$ cat src/rtl/burst_pkg.sv
package burst_pkg;

    localparam int COL_W  = 9;
    localparam int IDX_W  = 4;
    localparam int CODE_W = 3;

    typedef struct packed {
        logic             busy;
        logic [COL_W-1:0] base;
        logic [IDX_W-1:0] idx;
        logic [IDX_W-1:0] last_idx;
        logic             ilv;
        logic             err;
    } seq_state_t;

endpackage

$ cat src/rtl/burst_len_decode.sv
module burst_len_decode #(
    parameter int IDX_W  = 4,
    parameter int CODE_W = 3
) (
    input  logic [CODE_W-1:0] code,
    output logic              ok,
    output logic [IDX_W-1:0]  last_idx
);
    always_comb begin
        ok       = 1'b0;
        last_idx = '0;
        for (int k = 1; k <= IDX_W; k++) begin
            if (code == CODE_W'(k)) begin
                ok       = 1'b1;
                last_idx = IDX_W'((1 << k) - 1);
            end
        end
    end
endmodule

$ cat src/rtl/burst_offset_calc.sv
module burst_offset_calc #(
    parameter int COL_W = 9,
    parameter int IDX_W = 4
) (
    input  logic [COL_W-1:0] base,
    input  logic [IDX_W-1:0] idx,
    input  logic [IDX_W-1:0] mask,
    input  logic             ilv,
    output logic [COL_W-1:0] col
);
    logic [IDX_W-1:0] low;
    logic [IDX_W-1:0] seq_off;
    logic [IDX_W-1:0] ilv_off;
    logic [IDX_W-1:0] off;

    always_comb begin
        low     = base[IDX_W-1:0];
        seq_off = (low + idx) & mask;
        ilv_off = (low ^ idx) & mask;
        off     = ilv ? ilv_off : seq_off;
        col     = {base[COL_W-1:IDX_W], (low & ~mask) | off};
    end
endmodule

$ cat src/rtl/burst_colgen.sv
module burst_colgen
    import burst_pkg::*;
(
    input  logic              clk,
    input  logic              rst_n,
    input  logic              start,
    input  logic [COL_W-1:0]  start_col,
    input  logic [CODE_W-1:0] len_code,
    input  logic              order_ilv,
    output logic [COL_W-1:0]  col,
    output logic              beat_valid,
    output logic              last_beat,
    output logic              cfg_err
);
    seq_state_t       s_d, s_q;
    logic             dec_ok;
    logic [IDX_W-1:0] dec_last;

    burst_len_decode #(.IDX_W(IDX_W), .CODE_W(CODE_W)) u_dec (
        .code     (len_code),
        .ok       (dec_ok),
        .last_idx (dec_last)
    );

    burst_offset_calc #(.COL_W(COL_W), .IDX_W(IDX_W)) u_off (
        .base (s_q.base),
        .idx  (s_q.idx),
        .mask (s_q.last_idx),
        .ilv  (s_q.ilv),
        .col  (col)
    );

    always_comb begin
        s_d     = s_q;
        s_d.err = 1'b0;
        if (s_q.busy) begin
            if (s_q.idx == s_q.last_idx) begin
                s_d.busy = 1'b0;
            end else begin
                s_d.idx = s_q.idx + 1'b1;
            end
        end else if (start) begin
            if (dec_ok) begin
                s_d.busy     = 1'b1;
                s_d.base     = start_col;
                s_d.idx      = '0;
                s_d.last_idx = dec_last;
                s_d.ilv      = order_ilv;
            end else begin
                s_d.err = 1'b1;
            end
        end
    end

    always_ff @(posedge clk or negedge rst_n) begin
        if (!rst_n) begin
            s_q <= '0;
        end else begin
            s_q <= s_d;
        end
    end

    assign beat_valid = s_q.busy;
    assign last_beat  = s_q.busy && (s_q.idx == s_q.last_idx);
    assign cfg_err    = s_q.err;

endmodule

$ cat config.mk
export PLATFORM = sky130hd
export DESIGN_NAME = burst_colgen
export DESIGN_NICKNAME = d
export VERILOG_FILES = /design/src/rtl/burst_pkg.sv /design/src/rtl/burst_len_decode.sv /design/src/rtl/burst_offset_calc.sv /design/src/rtl/burst_colgen.sv
export SDC_FILE = /design/constraint.sdc
export NUM_CORES = 1
export LEC_CHECK = 0
export CORE_MARGIN = 2
export CORE_UTILIZATION = 48
export DETAILED_ROUTE_END_ITERATION = 8
export HOLD_SLACK_MARGIN = 0.15
export PLACE_DENSITY = 0.78
export RECOVER_POWER = 100
export SETUP_SLACK_MARGIN = 0.5
export SYNTH_ARGS = -nofsm -noshare
export SYNTH_HDL_FRONTEND = slang
export SYNTH_SLANG_ARGS = --single-unit
$ cat constraint.sdc
create_clock -name clk -period 2.8 [get_ports clk]
set_input_delay 0.7 -clock clk [delete_from_list [all_inputs] [get_ports clk]]
set_output_delay 0.7 -clock clk [all_outputs]
set_load 0.05 [all_outputs]
==> results.json <==
{
  "nFillCells": 159,
  "critPathRequiredTime_ns": 2.10,
  "setup.reg_to_reg.worst_slack_ns": 1.00,
  "core_area_um2": 2230,
  "post_synth.cell_area_avg_um2": 11.0,
  "cts_root_buf": "clkbuf_4",
  "setup_repair_after_global_routing_missed_its_margin": "yes",
  "status": "completed",
  "synth.area.mux_share": 0.107,
  "hold-path-cell-count": 1,
  "dpl.hpwl_mm": 1.84,
  "drive_gt1_frac": 0.317,
  "grt_pass1_wl_mm": 4.13,
  "worstMarginPinSlew_ns": 1.06,
  "dieWidth_um": 53.0,
  "tritoncts": "built",
  "synth-edff-count": 0,
  "antenna-diode-count": 0,
  "cts-root-to-sink-buffers": 2,
  "final_cell_area_um2": 1630,
  "ys.flop_type": "dfrtp_1",
  "combinational_family_with_the_most_area_after_synthesis": "compound AO/OA/AOI/OAI gates",
  "die_area_um2": 2810,
  "final_weighted_congestion_in_routability_driven_placement": 0.865,
  "placement_rows": 17,
  "reg2reg_from": "beat_valid$_DFF_PN0_",
  "number_of_antenna_violations_at_the_first_check_in_global_routing": 0,
  "finalSetupViolations": 0,
  "worstSetupStartpoint": "s_q[11]$_DFFE_PN0P_",
  "groute.layer.met3.usage": 0.0169,
  "multiInputGateArea_um2": 666,
  "synth.ff_latch_count": 20,
  "worst_ep_arrival_time_ns": 2.05,
  "grt_use_met2": 0.365,
  "postSynthCellCount": 105,
  "synth_largest_type_area_fraction": 0.434,
  "min_period_ns": 2.75,
  "detail_route.first_pass.iterations": 4,
  "total_track_usage": 0.207,
  "timing.reg2reg.worst_path_depth": 4,
  "timing.setup.critical_path_class": "flip-flop to primary output",
  "antenna_left": 0,
  "average_detailed_routed_wire_length_per_instance_um": 15.1,
  "tritoncts_sinks": 20,
  "synth_sequential_area_ratio": 0.434,
  "synthSimpleGateAreaFrac": 0.130,
  "drv.max_cap_violation_count": 0,
  "ys_warn_count": 0,
  "cts_buffers": 3,
  "hold_path_class": "flip-flop to flip-flop",
  "numPortBuffers": 27,
  "vias_per_cell": 5.43,
  "power.static_leakage_nw": 0.665,
  "synth_compound_gate_area_share": 0.131,
  "place_area_um2": 1520,
  "post_synth_main_area_contributors": "dfrtp_1, mux2_2, ha_1",
  "grt-ovfl-total": 0,
  "postSynth.asyncResetShare": 1.00,
  "slew_headroom": 0.294,
  "synth_cell_type_count": 33,
  "fmax_mhz": 364,
  "areaGrowthSynthToFinish_pct": 41.2,
  "fin_crit_sh": 0.981,
  "grt.busiest_layer": "met2",
  "netlist_area_um2": 1150,
  "power-per-cell-area_nw_per_um2": 1360,
  "fin_hold_viols": 0,
  "finalMaxSlewViolations": 0,
  "route.vias.total": 906,
  "num_io_pins": 28,
  "cp_max_fo": 3,
  "initial_utilization": 0.516,
  "yosys.area_share.adder": 0.0608,
  "globalRouteMet1Util": 0.257,
  "fin_setup_tns_ns": 0,
  "reg2reg_to": "s_q[17]$_DFFE_PN0P_",
  "die_h_um": 53.0,
  "vias_in_the_first_global_route": 908,
  "max-vdd-ir-drop_mv": 1.02,
  "critPathCaptureType": "primary output",
  "clk_transition_reported_paths_ns": 0.12,
  "sequential_area_um2": 503,
  "route.final.wire_length_mm": 2.52,
  "synth_largest_area_cell": "dfrtp_1",
  "synth.most_common_cell": "dfrtp_1",
  "grt_start_max_net_pins": 21,
  "drc_errors": 0,
  "final_util": 0.728,
  "syn-num-nets": 126,
  "post_synth_xor_area_fraction": 0.0727,
  "clock_skew_ns": 0.00103,
  "synth.top_cells.by_count": "dfrtp_1, mux2_2, o21ai_0",
  "hold_buffers": 0,
  "finalNetCount": 161,
  "worstSetupStartpointType": "flip-flop",
  "cp-endpoint": "col[3]",
  "cts-htree-levels": 1,
  "detail_route.iter0.violations": 10,
  "insertion_delay_ns": 0.31
}
[layout by cell type, fill, tap and decap left out, types with 2 or more instances in the layout]
cell             netlist  layout
inv_1                  6       6
buf_12                 0       2
xor2_2                 3       2
nand2_1                4       4
buf_6                  0       2
dfrtp_1               20      18
dfrtp_2                0       2
o21ai_1                0       2
mux2_2                11      11
clkbuf_2               0       2
clkdlybuf4s50_1        0      12
nand3_1                3       3
ha_4                   0       2
clkbuf_1               0       3
xor2_4                 0       2
nor4_1                 1       2
o21ai_0                8       5
nor2b_1                2       2
a21oi_1                5       4
xnor2_1                2       2
dlygate4sd3_1          0       9
o211ai_1               2       2
nor2_1                 5       4
clkbuf_4               0       3
nand2b_1               3       3
buf_4                  6       6
[worst min-delay path by stage]
| stage | startpoint | endpoint |
|---|---|---|
| after floorplan | rst_n | beat_valid$_DFF_PN0_ |
| after global placement | s_q[17]$_DFFE_PN0P_ | s_q[17]$_DFFE_PN0P_ |
| after detailed placement | s_q[18]$_DFFE_PN0P_ | s_q[18]$_DFFE_PN0P_ |
| after CTS | s_q[18]$_DFFE_PN0P_ | s_q[18]$_DFFE_PN0P_ |
| after global routing | s_q[18]$_DFFE_PN0P_ | s_q[18]$_DFFE_PN0P_ |
| final | s_q[18]$_DFFE_PN0P_ | s_q[18]$_DFFE_PN0P_ |
[critical path, cell delays in order, from the launching register on]
cell and delay, ns:
dfrtp_1 0.45, ha_4 0.30, a211oi_2 0.07, or3_4 0.38
a21boi_4 0.21, xor2_4 0.18, buf_12 0.15
[per-layer routing]
layer / wire, um / vias up
met5: 0 / -
met2: 1360 / 26
met4: 44 / 0
li1: - / 436
met1: 1040 / 439
met3: 81 / 5
[power by group]
group / internal (W) / leakage, nW / switching [W] / total (W)
logic: 0.000610 / 0.401 / 0.000792 / 0.00140
clock network: 0.000145 / 0.0279 / 0.0000952 / 0.000240
registers: 0.000417 / 0.237 / 0.000156 / 0.000573
[registers in the layout, indices dropped and copies added, names as in the netlist]
name,count
cfg_err,1
s_q,18
beat_valid,1
[cells by family (layout without fill, tap and decap cells)]
family,Yosys count,in the layout
compound gates,24,24
xor+xnor,7,7
mux,11,11
flops,20,20
buf+inv,13,47
fa+ha+maj,5,5
simple gates,25,25
[metrics by stage]
step	worst slack, ns	total power (W)	hold slack, ns	cells
final	0.0544	0.00222	0.517	167
after global routing	0.00615	0.00234	0.531	167
after CTS	0.0803	0.00236	0.524	167
after detailed placement	0.336	0.00196	0.495	157
after global placement	0.349	0.00191	0.487	157
after floorplan	0.330	0.00151	0.404	105
[cell type report]
cell class / count / share of cell area
clock inverter: 1 / 0.0185
clock buffer: 3 / 0.0138
inverter: 6 / 0.0138
sequential: 20 / 0.309
timing repair buffer: 37 / 0.214
multi-input combinational: 72 / 0.409
tap: 28 / 0.0215
[what timing repair did]
action / 4_1_cts / 5_1_grt
gates resized for setup: 21 / 1
endpoints found under the setup margin: 6 / 4
pin swaps: 9 / 3
buffers inserted: 6 / 0
Note: power is estimated with default switching activity, not from simulation.
